File: src/rtl/sio_b2_pkg.sv
`timescale 1ns/1ps
package sio_b2_pkg;

    typedef enum logic {
        PH_CMD = 1'b0,
        PH_DAT = 1'b1
    } phase_e;

    typedef enum logic [1:0] {
        CMD_NONE = 2'd0,
        CMD_RD   = 2'd1,
        CMD_WR   = 2'd2
    } cmd_e;

endpackage

File: src/rtl/sio_b2_wpath.sv
`timescale 1ns/1ps
module sio_b2_wpath #(
    parameter int ADDR_W = 4,
    parameter int DATA_W = 8,
    parameter int NIB_W  = 4,
    localparam int NIBS  = DATA_W / NIB_W,
    localparam int IDX_W = ADDR_W + 1
) (
    input  logic              clk,
    input  logic              rst,
    input  logic              wr_cmd,
    input  logic [ADDR_W-1:0] addr,
    input  logic [DATA_W-1:0] din,
    input  logic [NIBS-1:0]   wen_n,
    output logic              live_v,
    output logic [IDX_W-1:0]  live_idx,
    output logic [DATA_W-1:0] live_data,
    output logic [NIBS-1:0]   live_en,
    output logic              cm_v,
    output logic [IDX_W-1:0]  cm_idx,
    output logic [DATA_W-1:0] cm_data,
    output logic [NIBS-1:0]   cm_en
);

    typedef struct packed {
        logic [1:0]        slot;
        logic [ADDR_W-1:0] wa;
        logic              cv;
        logic [IDX_W-1:0]  cidx;
        logic [DATA_W-1:0] cdata;
        logic [NIBS-1:0]   cen;
    } wp_st_t;

    wp_st_t st_d, st_q;

    always_comb begin
        live_v    = |st_q.slot;
        live_idx  = {st_q.wa, st_q.slot[1]};
        live_data = din;
        live_en   = ~wen_n;

        st_d       = st_q;
        st_d.slot  = {st_q.slot[0], wr_cmd};
        st_d.wa    = wr_cmd ? addr : st_q.wa;
        st_d.cv    = live_v;
        st_d.cidx  = live_idx;
        st_d.cdata = live_data;
        st_d.cen   = live_en;
    end

    always_ff @(posedge clk) begin
        if (rst) begin
            st_q <= '0;
        end else begin
            st_q <= st_d;
        end
    end

    assign cm_v    = st_q.cv;
    assign cm_idx  = st_q.cidx;
    assign cm_data = st_q.cdata;
    assign cm_en   = st_q.cen;

endmodule

File: src/rtl/sio_b2_array.sv
`timescale 1ns/1ps
module sio_b2_array #(
    parameter int IDX_W  = 5,
    parameter int DATA_W = 8,
    parameter int NIB_W  = 4,
    localparam int NIBS  = DATA_W / NIB_W,
    localparam int DEPTH = 1 << IDX_W
) (
    input  logic              clk,
    input  logic              wr_v,
    input  logic [IDX_W-1:0]  wr_idx,
    input  logic [DATA_W-1:0] wr_data,
    input  logic [NIBS-1:0]   wr_en,
    input  logic [IDX_W-1:0]  rd_idx0,
    input  logic [IDX_W-1:0]  rd_idx1,
    output logic [DATA_W-1:0] rd_data0,
    output logic [DATA_W-1:0] rd_data1
);

    for (genvar n = 0; n < NIBS; n++) begin : g_lane
        logic [NIB_W-1:0] mem [DEPTH];

        always_ff @(posedge clk) begin
            if (wr_v && wr_en[n]) begin
                mem[wr_idx] <= wr_data[n*NIB_W +: NIB_W];
            end
        end

        assign rd_data0[n*NIB_W +: NIB_W] = mem[rd_idx0];
        assign rd_data1[n*NIB_W +: NIB_W] = mem[rd_idx1];
    end

endmodule

File: src/rtl/sio_b2_fwd.sv
`timescale 1ns/1ps
module sio_b2_fwd #(
    parameter int ADDR_W = 4,
    parameter int DATA_W = 8,
    parameter int NIB_W  = 4,
    localparam int NIBS  = DATA_W / NIB_W,
    localparam int IDX_W = ADDR_W + 1
) (
    input  logic [ADDR_W-1:0] rd_base,
    input  logic [DATA_W-1:0] arr0,
    input  logic [DATA_W-1:0] arr1,
    input  logic              cm_v,
    input  logic [IDX_W-1:0]  cm_idx,
    input  logic [DATA_W-1:0] cm_data,
    input  logic [NIBS-1:0]   cm_en,
    input  logic              live_v,
    input  logic [IDX_W-1:0]  live_idx,
    input  logic [DATA_W-1:0] live_data,
    input  logic [NIBS-1:0]   live_en,
    output logic [DATA_W-1:0] word0,
    output logic [DATA_W-1:0] word1
);

    logic [1:0][DATA_W-1:0] merged;

    for (genvar w = 0; w < 2; w++) begin : g_word
        logic [IDX_W-1:0]  widx;
        logic [DATA_W-1:0] base;

        assign widx = {rd_base, (w == 1)};
        assign base = (w == 1) ? arr1 : arr0;

        for (genvar n = 0; n < NIBS; n++) begin : g_nib
            logic [NIB_W-1:0] nib;

            // the live beat is newer than the registered one, so it wins
            always_comb begin
                nib = base[n*NIB_W +: NIB_W];
                if (cm_v && cm_en[n] && (cm_idx == widx)) begin
                    nib = cm_data[n*NIB_W +: NIB_W];
                end
                if (live_v && live_en[n] && (live_idx == widx)) begin
                    nib = live_data[n*NIB_W +: NIB_W];
                end
            end

            assign merged[w][n*NIB_W +: NIB_W] = nib;
        end
    end

    assign word0 = merged[0];
    assign word1 = merged[1];

endmodule

File: src/rtl/sio_b2_rpipe.sv
`timescale 1ns/1ps
module sio_b2_rpipe #(
    parameter int DATA_W = 8
) (
    input  logic              clk,
    input  logic              rst,
    input  logic              rd_cmd,
    input  logic [DATA_W-1:0] word0,
    input  logic [DATA_W-1:0] word1,
    output logic [DATA_W-1:0] dout,
    output logic              dvalid
);

    typedef struct packed {
        logic              s1v;
        logic [DATA_W-1:0] s1w0;
        logic [DATA_W-1:0] s1w1;
        logic              s2v;
        logic [DATA_W-1:0] s2w0;
        logic [DATA_W-1:0] s2w1;
        logic              s3v;
        logic [DATA_W-1:0] s3w1;
        logic              ov;
        logic [DATA_W-1:0] od;
    } rp_st_t;

    rp_st_t st_d, st_q;

    always_comb begin
        st_d      = st_q;
        st_d.s1v  = rd_cmd;
        st_d.s1w0 = word0;
        st_d.s1w1 = word1;
        st_d.s2v  = st_q.s1v;
        st_d.s2w0 = st_q.s1w0;
        st_d.s2w1 = st_q.s1w1;
        st_d.s3v  = st_q.s2v;
        st_d.s3w1 = st_q.s2w1;
        st_d.ov   = st_q.s2v | st_q.s3v;
        if (st_q.s2v) begin
            st_d.od = st_q.s2w0;
        end else if (st_q.s3v) begin
            st_d.od = st_q.s3w1;
        end else begin
            st_d.od = '0;
        end
    end

    always_ff @(posedge clk) begin
        if (rst) begin
            st_q <= '0;
        end else begin
            st_q <= st_d;
        end
    end

    assign dout   = st_q.od;
    assign dvalid = st_q.ov;

endmodule

File: src/rtl/sio_b2_sram.sv
`timescale 1ns/1ps
module sio_b2_sram #(
    parameter int ADDR_W = 4,
    parameter int DATA_W = 8,
    parameter int NIB_W  = 4,
    localparam int NIBS  = DATA_W / NIB_W,
    localparam int IDX_W = ADDR_W + 1
) (
    input  logic              clk,
    input  logic              rst,
    input  logic              ld_n,
    input  logic              rw_sel,
    input  logic [ADDR_W-1:0] addr,
    input  logic [DATA_W-1:0] din,
    input  logic [NIBS-1:0]   wen_n,
    output logic [DATA_W-1:0] dout,
    output logic              dvalid
);
    import sio_b2_pkg::*;

    typedef struct packed {
        phase_e ph;
    } top_st_t;

    top_st_t st_d, st_q;
    cmd_e    cmd;

    logic              rd_cmd, wr_cmd;
    logic              live_v, cm_v;
    logic [IDX_W-1:0]  live_idx, cm_idx;
    logic [DATA_W-1:0] live_data, cm_data;
    logic [NIBS-1:0]   live_en, cm_en;
    logic [DATA_W-1:0] arr0, arr1, word0, word1;

    always_comb begin
        st_d.ph = (st_q.ph == PH_CMD) ? PH_DAT : PH_CMD;
        if (st_q.ph == PH_CMD && !ld_n) begin
            cmd = rw_sel ? CMD_RD : CMD_WR;
        end else begin
            cmd = CMD_NONE;
        end
        rd_cmd = (cmd == CMD_RD);
        wr_cmd = (cmd == CMD_WR);
    end

    always_ff @(posedge clk) begin
        if (rst) begin
            st_q <= '{ph: PH_CMD};
        end else begin
            st_q <= st_d;
        end
    end

    sio_b2_wpath #(.ADDR_W(ADDR_W), .DATA_W(DATA_W), .NIB_W(NIB_W)) u_wp (
        .clk(clk), .rst(rst), .wr_cmd(wr_cmd), .addr(addr), .din(din), .wen_n(wen_n),
        .live_v(live_v), .live_idx(live_idx), .live_data(live_data), .live_en(live_en),
        .cm_v(cm_v), .cm_idx(cm_idx), .cm_data(cm_data), .cm_en(cm_en)
    );

    sio_b2_array #(.IDX_W(IDX_W), .DATA_W(DATA_W), .NIB_W(NIB_W)) u_arr (
        .clk(clk), .wr_v(cm_v), .wr_idx(cm_idx), .wr_data(cm_data), .wr_en(cm_en),
        .rd_idx0({addr, 1'b0}), .rd_idx1({addr, 1'b1}),
        .rd_data0(arr0), .rd_data1(arr1)
    );

    sio_b2_fwd #(.ADDR_W(ADDR_W), .DATA_W(DATA_W), .NIB_W(NIB_W)) u_fwd (
        .rd_base(addr), .arr0(arr0), .arr1(arr1),
        .cm_v(cm_v), .cm_idx(cm_idx), .cm_data(cm_data), .cm_en(cm_en),
        .live_v(live_v), .live_idx(live_idx), .live_data(live_data), .live_en(live_en),
        .word0(word0), .word1(word1)
    );

    sio_b2_rpipe #(.DATA_W(DATA_W)) u_rp (
        .clk(clk), .rst(rst), .rd_cmd(rd_cmd), .word0(word0), .word1(word1),
        .dout(dout), .dvalid(dvalid)
    );

endmodule

File: config.mk
export PLATFORM = sky130hd
export DESIGN_NAME = sio_b2_sram
export DESIGN_NICKNAME = d
export VERILOG_FILES = /design/src/rtl/sio_b2_pkg.sv /design/src/rtl/sio_b2_wpath.sv /design/src/rtl/sio_b2_array.sv /design/src/rtl/sio_b2_fwd.sv /design/src/rtl/sio_b2_rpipe.sv /design/src/rtl/sio_b2_sram.sv
export SDC_FILE = /design/constraint.sdc
export NUM_CORES = 1
export LEC_CHECK = 0
export BUFFER_PORTS_ARGS = -buffer_cell sky130_fd_sc_hd__buf_4
export CORE_ASPECT_RATIO = 2
export CORE_MARGIN = 2
export CORE_UTILIZATION = 25
export DETAILED_ROUTE_END_ITERATION = 12
export HOLD_SLACK_MARGIN = 0.02
export MAX_ROUTING_LAYER = met4
export PLACE_DENSITY_LB_ADDON = 0.25
export SLEW_MARGIN = 20
export SYNTH_ARGS = -nofsm -noshare
export SYNTH_HDL_FRONTEND = slang
export SYNTH_SLANG_ARGS = --single-unit
export TNS_END_PERCENT = 100
File: constraint.sdc
create_clock -name clk -period 2 [get_ports clk]
set_input_delay 0.5 -clock clk [delete_from_list [all_inputs] [get_ports clk]]
set_output_delay 0.5 -clock clk [all_outputs]
set_load 0.05 [all_outputs]
Word level (Yosys, flattened, before mapping)
Memories as Yosys holds them, arrays and structs flattened.
Cells that the tools add are included.
W data, S select, Z words.
{ "totals": {"n_memories": 2, "ramBits": 256, "output_inout_bits": 9, "word_cells": 60, "regBits": 75} }
{ "memory_table": {"columns": ["memory", "words", "word_bits", "rd", "rd_ports_with_merged_regs", "wr", "line", "rtl"], "rows": [
  ["u_arr.g_lane[0].mem", 32, 4, 2, 0, 1, "sio_b2_array.sv:21", "logic [NIB_W-1:0] mem [DEPTH];"],
  ["u_arr.g_lane[1].mem", 32, 4, 2, 0, 1, "sio_b2_array.sv:21", null]
]} }
{ "op_classes": {"n_eq_ne": 6, "mux": 17, "bitwise": 3, "n_reduce_logical": 15} }
{ "op_table": {"columns": ["op", "count"], "rows": [
  ["$mux W4", 8],
  ["$eq A5 B5 Y1", 4],
  ["$mux W8", 2],
  ["$logic_and A1 B1 Y1", 13],
  ["$mux W1", 5],
  ["$mux W2", 2],
  ["$eq A2 B1 Y1 const B", 1],
  ["$eq A2 B2 Y1 const B", 1],
  ["$not A2 Y2", 1],
  ["$reduce_or A2 Y1", 1],
  ["$logic_not A1 Y1", 1],
  ["$not A1 Y1", 1],
  ["$or A1 B1 Y1", 1]
]} }

Longest topological paths before layout
{ "depth": {"ltp_word": 4, "ltp_mapped": 8, "depth_no_buf": 5} }

Hierarchy
A second synthesis with hierarchy kept.
{ "hier_totals": {"hier_cells": 871, "hier_area_um2": 15065.7} }
{ "modules_own_cells": {"columns": ["mod", "cells_per_inst", "seq_area_each_um2", "area_per_inst_um2", "instances"], "rows": [
  ["sio_b2_array", 561, 7687.4, 12060.3, 1],
  ["sio_b2_rpipe", 135, 1041.0, 1549.0, 1],
  ["sio_b2_wpath", 69, 440.4, 765.7, 1],
  ["sio_b2_fwd", 100, 0.0, 636.9, 1],
  ["sio_b2_sram", 6, 20.0, 53.8, 1]
]} }

Worst setup path after synthesis
Ideal clock, no wire load.
{ "synth_path": {"kind": "input-to-reg", "start": "input addr[0]", "end": "register u_rp.st_q, in the netlist u_rp.st_d[28]", "stages": 8, "arrival_ps": 1811, "required_time_ps": 1875, "slack_ps": 64, "n_path_buf": 3, "setup_ps": 125, "cell_sequence": "buf_6 -> buf_8 -> buf_6 -> mux4_2 -> a22oi_1 -> o21ai_1 -> o2111ai_1 -> nand3_1"} }
{ "synth_between": {"elab_chain_cells": 4, "elab_cells_between_ends": 7} }
{ "synth_lines": {"columns": ["item", "line", "rtl"], "rows": [
  ["start: declaration", "sio_b2_sram.sv:13", "input logic [ADDR_W-1:0] addr,"],
  ["branches (longest 3 deep; another with $mem_v2 Z32 W4)", null, null],
  ["$mux W4 (*)", "sio_b2_fwd.sv:42", "if (live_v && live_en[n] && (live_idx == widx)) begin"],
  ["end signal: assignment", "sio_b2_rpipe.sv:53", "st_q <= st_d;"],
  ["end: declaration", "sio_b2_rpipe.sv:27", "rp_st_t st_d, st_q;"]
]} }
Mark *: on every way between the ends.
A chain may end at the register's enable or synchronous reset.

Worst setup path after layout
{ "layout_path": {"start": "register u_wp.st_q, in the netlist u_wp.cm_idx[2]", "end": "register u_rp.st_q, in the netlist u_rp.st_d[25]"} }
{ "layout_between": {"elab_chain_cells": 4} }
{ "layout_lines": {"columns": ["item", "line", "rtl"], "rows": [
  ["start: declaration", "sio_b2_wpath.sv:34", "wp_st_t st_d, st_q;"],
  ["start signal: assignment", "sio_b2_wpath.sv:55", "st_q <= st_d;"],
  ["$eq A5 B5 Y1", "sio_b2_fwd.sv:39", "if (cm_v && cm_en[n] && (cm_idx == widx)) begin"],
  ["$logic_and A1 B1 Y1", "sio_b2_fwd.sv:39", null],
  ["$mux W4", "sio_b2_fwd.sv:39", null],
  ["$mux W4", "sio_b2_fwd.sv:42", null]
]} }
No other way between the ends.

==> out/summary.md <==
For the synthesized instance count, the log shows 758. The library cell used most frequently in the layout, excluding fill and tap cells, is edfxtp_1. The number of pins with negative max-slew slack in the final report is 0.

The count of inserted antenna diode cells was 0; the top cell type's share of synthesized area was 59.9%. In this run, post-CTS hold repair placed 0 buffers. The tools report the type of origin of the critical path as a register. The switching power came out at 0.00300 W. Yosys mapped a number of flops with a built-in enable equal to 256. The via count of the first global-routing pass is 7522. The run gives 0 as the overall overflow remaining after global route. TritonCTS built the clock tree. For this design the ratio of total power to cell area is 916 nW/um^2. Internal power consumption: 0.0114 W. Once detailed placement completed, the half-perimeter wirelength came to 24500 um.

The worst register-to-register path begins at u_wp.cm_idx[2]. Clock tree synthesis found a total of 331 sinks. Including well taps, the total number of placed cells is 1525.

The top cell types in the final layout, fill and taps aside, are 256 x edfxtp_1, 156 x buf_4, 97 x nor2_1. For this run, asynchronously set or reset flops after synthesis account for 0%. Across all setup checks in the final design, the least slack found is 77.0 ps. The die is 164 um wide. The highest net fanout along the worst path is 6, and the leakage power is 5.38 nW.

Data on the critical path arrives at its endpoint at 2400 ps. For this block, the routed nets add up to 33300 um of wire. Of the cells placed in the final design, the portion with a size suffix greater than 1 is 30.1%. After routing the design area is 15700 um^2. Summing every instance area after synthesis gives 12800 um^2. The first global-routing pass estimated 48500 um of wire. The net count reported at finish came out at 919. The die covers 53300 um^2. After detailed routing, the number of remaining DRC violations is 0. The logs give 335 for the violation count after the first detailed-routing iteration and 13.4 ps for the setup clock skew after layout. Routability-driven placement finished with a final weighted congestion of 0.766. Following the worst setup path forward leads to its endpoint at u_rp.st_d[25]. For the fmax, the log shows 520 MHz.

The portion of total power attributed to sequential cells is 52.3%. The tools report the post-route non-filler standard cell count as 1577. The initial antenna violation count came out at 0. Entering global routing, the biggest net connects 37 pins.

Final critical delay including setup and external delays: 1920 ps. On the final layout, the worst hold slack is 97.9 ps. In this run, CTS created clock tree buffers numbering 28. The post-place instance area was 14700 um^2.

27 I/O pins were placed. The tools report the category of the worst setup path capture point as a register. Global routing used 13.0% of the available tracks. Measured against its own limit, the worst slew margin works out to 55.1%. Setup repair after global routing left no endpoint under its margin. In this run the worst setup path begins at u_wp.cm_idx[2]. The number of cells on the worst reg-to-reg path is 6, and the average detailed-routed wire length per instance is 21.1 um. The transition time of the tightest slew-check pin came out at 673 ps. The number of vias per cell after detailed routing came out at 4.39. The worst hold path begins at ld_n.

Critical setup path kind: reg2reg. Summed over all instances, the cell type with the most area after synthesis is edfxtp_1. The run finished with clean final reports. In this run, the clock network consumes 42.4% of the power. The tools report the sequential share of the synthesized area as 71.6%.

Prior to clock tree synthesis, the placed netlist has a worst setup slack of -496 ps. The number of different library cells used by synthesis comes to 48. Proportion of total power due to net switching: 20.9%. The total number of yosys warnings is 0. The worst register-to-register path has a setup slack of 80 ps.

The area inside the core boundary was 50800 um^2. The path class of the tightest hold or removal check is in2reg. The required time at the worst-slack endpoint came out at 2480 ps. The tools report the root buffer cell as clkbuf_16. Across the VDD grid, the largest voltage drop is 1030 uV. The area growth from synthesis to layout is 22.3%.

The number of buffers on the longest clock path was 3. The initial utilization of the core area, before any placement, comes to 25.3%. In the synthesized netlist the dominant register cell turns out to be edfxtp_1. Worst reg2reg path endpoint: u_rp.st_d[25].

The number of nets still failing antenna checks after routing is 0, and the number of violations of the max-capacitance limit is 0. The clock transition time at the flip-flop clock pins of the worst setup and hold paths was 70 ps; the final clock period utilization by the worst path was 96.1%. The final setup violation count was 0. At the later pin of the worst-skew pair, clock insertion delay measures 570 ps. The average instance in the mapped netlist occupies 16.9 um^2. After floorplanning, the core was divided into 117 placement rows. In the post-synthesis netlist, the biggest area contributors are edfxtp_1 60%, dfxtp_1 12%, mux4_2 8.2%. The tools report the detailed-router iteration count before antenna repair as 4.

The routed layout has 6918 vias. The count of input and output buffers came out at 26. The combinational fraction of design power is 5.3%. In this run, synthesis produced a sequential element count of 331. The chip height is 324 um. The H-tree depth is 1. Final count of hold timing violations: 0. The number of nets in the synthesized netlist is 776.
==> cell type report <==
class	instances	area, um^2
Tap cell	654	818
Timing Repair Buffer	165	1350
Multi-Input combinational cell	371	3310
Clock inverter	20	288
Clock buffer	32	737
Sequential cell	331	9190
Fill cell	4915	35100
Inverter	4	15.0
==> sequential cells by signal (all words and copies together), names as in the netlist <==
signal,cells
u_rp.dout,8
u_wp.cm_v,1
u_rp.dvalid,1
st_q,1
u_wp.live_idx,5
u_rp.st_d,26
u_wp.cm_data,8
u_wp.cm_en,2
u_wp.cm_idx,5
u_arr.g_lane.mem,256
u_rp.st_q,17
u_wp.st_d,1
==> critical path: stages, from the launching register on <==
cell,delay [ps]
dfxtp_1,480
xnor2_1,120
and4_1,180
buf_4,150
a21oi_1,390
o211ai_1,260
a21oi_1,270
==> layer usage <==
layer | vias up | global-route usage [%] | wire length (um) | part of all wire (%)
met5 | - | - | 0 | 0
met4 | 0 | 5.82 | 1350 | 4.1
met3 | 67 | 1.47 | 927 | 2.8
met2 | 114 | 26.2 | 20300 | 61
met1 | 3552 | 11.4 | 10700 | 32
li1 | 3185 | - | - | -
==> synthesized netlist by cell type, drive strengths merged (5+ instances only) <==
| library cell | count |
|---|---|
| mux4 | 61 |
| buf | 35 |
| a21oi | 10 |
| mux2 | 11 |
| nor2 | 99 |
| edfxtp | 256 |
| a22oi | 16 |
| nand3b | 8 |
| dfxtp | 75 |
| nor2b | 46 |
| nand2 | 19 |
| nand3 | 13 |
| nand4 | 6 |
| clkbuf | 17 |
| mux2i | 23 |
| or3 | 5 |
| o211ai | 6 |
| o21ai | 7 |
==> per-stage QoR <==
step	TNS, ps	utilization [%]	total power (W)
after floorplan	0	-	0.00809
after global placement	-5180	28.9	0.00846
after detailed placement	-5560	28.9	0.00846
after CTS	0	30.9	0.0146
after global routing	0	30.9	0.0148
final	0	30.9	0.0144
==> cells by family after synthesis <==
| group | Yosys count | synth area share, % |
|---|---|---|
| buffers and inverters | 56 | 2.72 |
| flip-flops | 331 | 71.6 |
| XOR/XNOR | 8 | 0.546 |
| AO/OA/AOI/OAI | 54 | 3.05 |
| AND/OR/NAND/NOR | 214 | 8.23 |
| multiplexers | 95 | 13.9 |
==> worst min path at each step <==
stage          cells after the start       endpoint
4_1_cts                            2  u_rp.st_d[34]
6_report                           2  u_rp.st_d[34]
3_3_place_gp                       1           st_q
3_5_place_dp                       1  u_rp.st_q[16]
5_1_grt                            2  u_rp.st_d[34]
2_1_floorplan                      1           st_q
==> power by group through the flow <==
stage                     clock network, W  registers [W]  logic, W
final                              0.00609        0.00752  0.000765
after global routing               0.00648        0.00753  0.000821
after CTS                          0.00626        0.00753  0.000786
after detailed placement                 0        0.00768  0.000785
after global placement                   0        0.00768  0.000782
after floorplan                          0        0.00767  0.000414
==> timing repair <==
item / 4_1_cts / 5_1_grt
gates resized for setup: 0 / 3
setup endpoints to repair: 0 / 8
setup buffers: 0 / 0
Power figures use the tool's default switching activity.
